===== src/rtl/mod6_pkg.sv =====
package mod6_pkg;

    // Events decoded from the present count and the enable for one edge.
    typedef struct packed {
        logic wrap;        // enabled step from the last value back to zero
        logic leave_zero;  // enabled step out of zero
        logic bad_code;    // register holds a code outside the count range
    } step_ev_t;

    // Number of bits needed to hold values 0 .. modulus-1.
    function automatic int unsigned cnt_width(input int unsigned modulus);
        return (modulus < 2) ? 1 : $clog2(modulus);
    endfunction

endpackage


===== src/rtl/mod6_step.sv =====
module mod6_step
    import mod6_pkg::*;
#(
    parameter int MODULUS = 6,
    parameter int CNT_W   = 3
) (
    input  logic [CNT_W-1:0] cur,
    input  logic             adv,
    output logic [CNT_W-1:0] nxt,
    output step_ev_t         ev
);
    localparam logic [CNT_W-1:0] LAST = CNT_W'(MODULUS - 1);
    localparam logic [CNT_W-1:0] ZERO = '0;

    logic in_range;

    assign in_range = (int'({1'b0, cur}) < MODULUS);

    always_comb begin
        ev  = '0;
        nxt = cur;
        if (!in_range) begin
            nxt         = ZERO;
            ev.bad_code = 1'b1;
        end else if (adv) begin
            if (cur == LAST) begin
                nxt     = ZERO;
                ev.wrap = 1'b1;
            end else begin
                nxt = cur + 1'b1;
            end
            ev.leave_zero = (cur == ZERO);
        end
    end
endmodule


===== src/rtl/mod6_carry.sv =====
module mod6_carry
    import mod6_pkg::*;
(
    input  logic     clk,
    input  logic     rst,
    input  step_ev_t ev,
    output logic     carry
);
    logic carry_d;

    always_comb begin
        carry_d = carry;
        if (ev.bad_code)
            carry_d = 1'b0;
        else if (ev.wrap)
            carry_d = 1'b1;
        else if (ev.leave_zero)
            carry_d = 1'b0;
    end

    always_ff @(posedge clk) begin
        if (rst) carry <= 1'b0;
        else     carry <= carry_d;
    end


    wrap_sets_carry_chk: assert property (@(posedge clk) disable iff (rst)
        ev.wrap |=> carry);


    leave_clears_carry_chk: assert property (@(posedge clk) disable iff (rst)
        ev.leave_zero |=> !carry);
endmodule


===== src/rtl/mod6_counter.sv =====
module mod6_counter
    import mod6_pkg::*;
#(
    parameter  int MODULUS = 6,
    localparam int CNT_W   = cnt_width(MODULUS)
) (
    input  logic             clk,
    input  logic             rst,
    input  logic             step_en,
    output logic [CNT_W-1:0] count,
    output logic             carry
);
    localparam logic [CNT_W-1:0] LAST = CNT_W'(MODULUS - 1);

    logic [CNT_W-1:0] cnt_q;
    logic [CNT_W-1:0] cnt_d;
    step_ev_t         ev;

    mod6_step #(
        .MODULUS (MODULUS),
        .CNT_W   (CNT_W)
    ) u_step (
        .cur (cnt_q),
        .adv (step_en),
        .nxt (cnt_d),
        .ev  (ev)
    );

    mod6_carry u_carry (
        .clk   (clk),
        .rst   (rst),
        .ev    (ev),
        .carry (carry)
    );

    always_ff @(posedge clk) begin
        if (rst) cnt_q <= '0;
        else     cnt_q <= cnt_d;
    end

    assign count = cnt_q;


    reset_state_chk: assert property (@(posedge clk)
        rst |=> (count == '0) && !carry);


    count_range_chk: assert property (@(posedge clk) disable iff (rst)
        int'({1'b0, count}) < MODULUS);


    bad_code_recover_chk: assert property (@(posedge clk) disable iff (rst)
        (int'({1'b0, count}) >= MODULUS) |=> (count == '0) && !carry);


    hold_chk: assert property (@(posedge clk) disable iff (rst)
        !step_en |=> $stable(count) && $stable(carry));


    advance_chk: assert property (@(posedge clk) disable iff (rst)
        (step_en && count != LAST) |=> count == CNT_W'($past(count) + 1'b1));


    wrap_to_zero_chk: assert property (@(posedge clk) disable iff (rst)
        (step_en && count == LAST) |=> count == '0);


    carry_sticky_chk: assert property (@(posedge clk) disable iff (rst)
        (carry && !step_en) |=> carry);


    carry_only_at_zero_chk: assert property (@(posedge clk) disable iff (rst)
        carry |-> count == '0);
endmodule


===== config.mk =====
export PLATFORM = sky130hd
export DESIGN_NAME = mod6_counter
export DESIGN_NICKNAME = d
export VERILOG_FILES = /design/src/rtl/mod6_pkg.sv /design/src/rtl/mod6_step.sv /design/src/rtl/mod6_carry.sv /design/src/rtl/mod6_counter.sv
export SDC_FILE = /design/constraint.sdc
export NUM_CORES = 1
export LEC_CHECK = 0
export BUFFER_PORTS_ARGS = -buffer_cell sky130_fd_sc_hd__buf_2
export CORE_AREA = 2 2 39 41
export CTS_CLUSTER_SIZE = 12
export DETAILED_ROUTE_END_ITERATION = 16
export DIE_AREA = 0 0 41 43
export PLACE_DENSITY_LB_ADDON = 0.08
export REMOVE_ABC_BUFFERS = 1
export SYNTH_ARGS = -nofsm -noshare
export SYNTH_HDL_FRONTEND = slang
export SYNTH_SLANG_ARGS = --single-unit

===== constraint.sdc =====
create_clock -name clk -period 2.41 [get_ports clk]
set_input_delay 0.3615 -clock clk [delete_from_list [all_inputs] [get_ports clk]]
set_output_delay 0.3615 -clock clk [all_outputs]
set_load 0.05 [all_outputs]

==> flow_summary.yaml, run 1 <==
outcome:
  status: "completed"
setup_path:
  critPathArrivalTime_ps: 990
  r2r_setup_slack_ps: 1510
  reg2reg_depth: 2
  r2r_start: "count[2]"
  path_max_fanout: 7
  max_stage_delay_ps: 440
  required_ps: 2050
  r2r-end: "u_carry.carry"
  crit_family: "flip-flops"
  cp-start-kind: "register"
  critical_path_class: "reg -> out"
  path_buf_inv: 1
  endpoint_kind: "output pin"
  crit_chain: "buf_2"
  cp_slowest_cell: "dfxtp_1"
timing:
  fin_crit_sh: 0.5589
  fin_setup_tns_ps: 0
  skew_ps: 6.870
  slew_violations: 0
  setup-violations-final: 0
  rsz0062_at_grt: "no"
  hold_violations: 0
  fin_crit_ps: 1347
  layout_setup_ws_ps: 1063
  max_freq_ghz: 0.7424
  worst_pin_slew_ps: 254.4
  slew_headroom: 0.8280
logic_synthesis:
  syn_avg_cell_area_sq_um: 10.40
  synthMuxAreaShare: 0
  synth_compound_gate_area_share: 0.1128
  synth_seq_cells: 4
  synthCells: 16
  netlist_area_sq_um: 166.4
  synthAdderAreaFrac: 0
  yosysWarningCount: 0
  synth-xor-area-share: 0.1053
  synth_top_family_by_area: "simple AND/OR/NAND/NOR gates"
  seq_area_frac_synth: 0.4812
  synth.distinct_cells: 13
  synthSimpleGateAreaFrac: 0.3008
power:
  p_comb_frac: 0.155
  p_leak_nw: 0.1016
  p_int_w: 0.0001355
  switchingPower_w: 0.00005451
  vdd_drop_max_mv: 0.1307
  finalPower_w: 0.0001900
  swShare: 0.2869
  clockPowerShare: 0.443
  seqPwrFrac: 0.402
  power_density_mw_per_mm2: 795.0
worst_hold_path:
  hold_start: "rst"
  hold_path.class: "in -> reg"
  holdPathStages: 2
  min_to: "count[2]"
routing:
  first_pass_iters: 4
  drtIter0Drc: 5
  vias: 164
  drc: 0
  totalWireLength_um: 433
  wl_per_cell_um: 10.56
  postRouteAntennaNets: 0
  via_per_inst: 4.000
global_routing:
  grt_pass1_wl_um: 634
  grt_usage: 0.06306
  grt_pass1_vias: 139
  grt-ovfl-total: 0
  grt_max_degree: 8
  grt_antenna_before_repair: 0
finish:
  nNetsFinal: 30
  fillers: 154
  postLayoutCellArea_sq_um: 239.0
  drive_gt1_frac: 0.4400
  area_delta_synth_final_pct: 43.61
  final_cell_mix: "buf_2, dfxtp_1, clkbuf_4"
  final_common_cell: "buf_2"
  antennaDiodeCount: 0
cts:
  cts.htree.levels: 1
  cts_tree: "built"
  cts-buffers-inserted: 3
  cts_resized: 0
  post_cts.repair.setup_buffers: 0
  clock_latency_ps: 240
  cts_max_path_buffers: 2
  hold_buffers: 0
  clk_pin_slew_ps: 40
  clockRootBuffer: "clkbuf_4"
  cts.sinks: 4
placed_design:
  gp_congestion: 0.6299
  dpl_cell_area_sq_um: 216.5
  place_ws_ps: 1312
  portBuffers: 6
  dp_hpwl_um: 275.7
floorplanning:
  dieHeight_um: 43
  coreArea_sq_mm: 0.001384
  initial_core_util: 0.1203
  boundaryPins: 7
  die_w_um: 41
  rows: 14
  dieArea_sq_mm: 0.001763
run:
  maxCapViolCount: 0
worst reg2reg max path: stages, from the launching register on:
cell and delay [ps]:
dfxtp_1 360, nor4b_1 320, nor3_1 90
layer usage:
metal | share of wire | global-route usage | wire [um] | vias to the layer above
met1 | 0.44 | 0.07325 | 191 | 78
met5 | 0 | 0 | 0 | -
met2 | 0.41 | 0.05938 | 179 | 7
met3 | 0.12 | 0.03141 | 50 | 2
met4 | 0.028 | 0.1000 | 12 | 0
li1 | - | - | - | 77
cell type report:
class                           count  area, sq um  share of cell area
Clock buffer                        3        22.52             0.09424
Multi-Input combinational cell     12        86.33              0.3613
Sequential cell                     4        80.08              0.3351
Tap cell                           16        20.02             0.08377
Timing Repair Buffer                6        30.03              0.1257
worst max-delay path by stage:
stage | startpoint | end | slack, ps | depth (start not counted)
floorplan | count[0] | count[1] | 1240 | 3
global placement | count[0] | count[0] | 1310 | 1
detailed placement | count[0] | count[0] | 1310 | 1
CTS | count[2] | count[2] | 1050 | 1
global route | count[0] | count[0] | 1010 | 1
finish | count[2] | count[2] | 1060 | 1
sequential cells by signal, summed over array words and instances (netlist names):
name	count
count	3
u_carry.carry	1
synth_stat cells (all sizes together):
library cell | instances | share of area
dfxtp | 4 | 0.48
nand3b | 1 | 0.045
nor3 | 2 | 0.090
xnor2 | 1 | 0.053
nand2 | 1 | 0.038
nor2 | 1 | 0.023
xor2 | 1 | 0.053
a21oi | 1 | 0.030
a21o | 1 | 0.045
a31oi | 1 | 0.038
nand4b | 1 | 0.053
nor4b | 1 | 0.053
stage by stage:
stage | utilization | hold slack (ps) | std cells
after floorplan | - | 430.6 | 16
after global placement | 0.1564 | 541.4 | 38
after detailed placement | 0.1564 | 542.3 | 38
after CTS | 0.1727 | 315.6 | 41
after global routing | 0.1727 | 313.3 | 41
final | 0.1727 | 326.6 | 41
power by group through the flow:
stage          clock network, W   logic (W)  registers (W)
3_5_place_dp                  0   0.0000293      0.0000772
4_1_cts               0.0000900   0.0000295      0.0000762
3_3_place_gp                  0   0.0000300      0.0000772
6_report              0.0000842   0.0000295      0.0000763
2_1_floorplan                 0  0.00000946      0.0000885
5_1_grt               0.0000957   0.0000313      0.0000770
cell families after synthesis:
kind of cell	Yosys count
AOI/OAI and AO/OA	3
DFF	4
xor gates and xnor gates	2
and+or+nand+nor	7
No activity file was read; power rests on OpenSTA's default activity.
==> inputs of run 2 (changes only) <==
--- a/config.mk
+++ b/config.mk
@@ -5,6 +5,7 @@
 export SDC_FILE = /design/constraint.sdc
 export NUM_CORES = 1
 export LEC_CHECK = 0
+export ABC_AREA = 1
 export BUFFER_PORTS_ARGS = -buffer_cell sky130_fd_sc_hd__buf_2
 export CORE_AREA = 2 2 39 41
 export CTS_CLUSTER_SIZE = 12
==> constraint.sdc (replaced) <==
create_clock -name clk -period 1.3 [get_ports clk]
set_input_delay 0.195 -clock clk [delete_from_list [all_inputs] [get_ports clk]]
set_output_delay 0.195 -clock clk [all_outputs]
set_load 0.05 [all_outputs]
==> flow_summary.yaml, run 2 <==
routing:
  drc: 0
  met1_length_um: 207
  drtIter0Drc: 9
  via_per_inst: 3.647
  postRouteAntennaNets: 0
  totalWireLength_um: 426
  vias: 186
  dr_wl_met3_um: 34
  topRoutingLayerUsed: "met4"
  wl_met2_um: 175
  wl_per_cell_um: 8.353
  first_pass_iters: 3
power:
  clockPowerShare: 0.452
  power_density_mw_per_mm2: 1314
  p_int_w: 0.0002462
  seqPwrFrac: 0.399
  p_comb_frac: 0.149
  vdd_drop_max_mv: 0.2129
  swShare: 0.2800
  switchingPower_w: 0.00009577
  p_leak_nw: 0.1200
finish:
  final_common_cell: "buf_2"
  nNetsFinal: 40
  final_cell_mix: "buf_2, nor2_1, inv_1, dfxtp_1, clkbuf_4"
  drive_gt1_frac: 0.4286
  area_delta_synth_final_pct: 38.67
  largest_reg_flops: 3
  utilization: 0.1881
  antennaDiodeCount: 0
setup_path:
  r2r_setup_slack_ps: 450
  crit_chain: "buf_2"
  endpoint_kind: "output pin"
  critical_path_class: "reg -> out"
  path_max_fanout: 5
  critPathArrivalTime_ps: 950
  required_ps: 1110
  path_buf_inv: 1
  max_stage_delay_ps: 420
  crit_family: "flip-flops"
  cp_slowest_cell: "dfxtp_1"
  cp-start-kind: "register"
logic_synthesis:
  ys.flop_type: "dfxtp_1"
  netlist_area_sq_um: 187.7
  synth_top_area_frac: 0.4267
  synth_edf_count: 0
  yosysWarningCount: 0
  synthTopCellsByArea: "dfxtp_1, nor2_1, a21oi_2"
  synth_seq_cells: 4
  synthTopCellsByCount: "nor2_1, dfxtp_1, inv_1"
  synthCells: 26
  seq_area_frac_synth: 0.4267
  syn_avg_cell_area_sq_um: 7.218
  synth_area_leader_cell: "dfxtp_1"
  ys_async_sr_fraction: 0
  synth.distinct_cells: 13
  synth.most_common_cell: "nor2_1"
floorplanning:
  dieArea_sq_mm: 0.001763
  initial_core_util: 0.1356
  boundaryPins: 7
  die_w_um: 41
  coreArea_sq_mm: 0.001384
  rows: 14
  dieHeight_um: 43
placed_design:
  portBuffers: 6
  dp_hpwl_um: 344
  gp_congestion: 0.7198
run:
  maxCapViolCount: 0
cts:
  clk_pin_slew_ps: 40
  hold_buffers: 0
  clock_latency_ps: 230
  cts.htree.levels: 1
  cts_resized: 0
  cts_max_path_buffers: 2
  clockRootBuffer: "clkbuf_4"
  cts_tree: "built"
  cts.sinks: 4
  cts-buffers-inserted: 3
  post_cts.repair.setup_buffers: 0
worst_hold_path:
  hold_path.class: "in -> reg"
global_routing:
  grt_antenna_before_repair: 0
  grt_pass1_vias: 165
  grt_max_degree: 6
  grt_usage: 0.06507
  grt_pass1_wl_um: 683
  grt-ovfl-total: 0
timing:
  slew_headroom: 0.8354
  worst_pin_slew_ps: 248.6
  fin_setup_tns_ps: 0
  fin_crit_ps: 1148
  max_freq_ghz: 0.8710
  setup-violations-final: 0
  slew_violations: 0
  rsz0062_at_grt: "no"
  fin_crit_sh: 0.8832
  hold_violations: 0
  skew_ps: 1.316
outcome:
  status: "completed"
## run 2: cell count changes in the layout (fill, tap and decap cells not counted), moves of 2 or more
cell	previous run	this run
inv_1	0	4
nor2_1	1	5
a21oi_2	0	2
nand2_1	0	2
o21ai_0	0	2
## run 2: metal layers
| layer | vias to the layer above | track usage |
|---|---|---|
| li1 | 101 | - |
| met1 | 78 | 0.07962 |
| met2 | 5 | 0.05938 |
| met3 | 2 | 0.03141 |
| met4 | 0 | 0.1000 |
| met5 | - | 0 |
## run 2: cell families (layout without fill, tap and decap cells)
family,after synthesis,after routing,synth area share
AO/OA/AOI/OAI,7,7,0.2466
buffers and inverters,6,15,0.1266
flip-flops,4,4,0.4267
AND/OR/NAND/NOR,9,9,0.2000
## run 2: through the flow
step                instance area [sq um]  instances  power [W]  hold WS [ps]  setup WS [ps]
CTS                                 260.3         51  0.0003537         220.3          131.6
global route                        260.3         51  0.0003627         234.5          111.6
detailed placement                  237.7         48  0.0001904         458.3          389.8
finish                              260.3         51  0.0003420         223.8          151.9
global placement                    237.7         48  0.0001900         456.2          414.5
floorplan                           187.7         26  0.0001756         348.4          123.1
## run 2: cell type report
class                   instances  area [sq um]
well taps                      16         20.02
multi-input cells              16         83.83
clock buffers                   3         22.52
fillers                       169          1124
flip-flops and latches          4         80.08
inverters                       6         23.77
repair buffers                  6         30.03
## run 2: path summary, 6_finish.rpt
check                 from            end  depth (start not counted)
max reg2reg       count[0]       count[2]                          3
min reg2reg  u_carry.carry  u_carry.carry                          2
min                    rst  u_carry.carry                          4
max               count[1]       count[1]                          1
## run 2: worst register-to-register path: cells and delay by family, from the launching register on
| kind | cells | cell delay, ps |
|---|---|---|
| flops | 1 | 400 |
| simple gates | 2 | 160 |
| compound gates | 1 | 180 |
## run 2: power groups by stage
| stage | clock network, W | registers, W | logic [W] |
|---|---|---|---|
| final | 0.000155 | 0.000137 | 0.0000509 |
| after global routing | 0.000169 | 0.000138 | 0.0000555 |
| after CTS | 0.000165 | 0.000137 | 0.0000518 |
| after detailed placement | 0 | 0.000139 | 0.0000517 |
| after global placement | 0 | 0.000138 | 0.0000521 |
| after floorplan | 0 | 0.000156 | 0.0000198 |
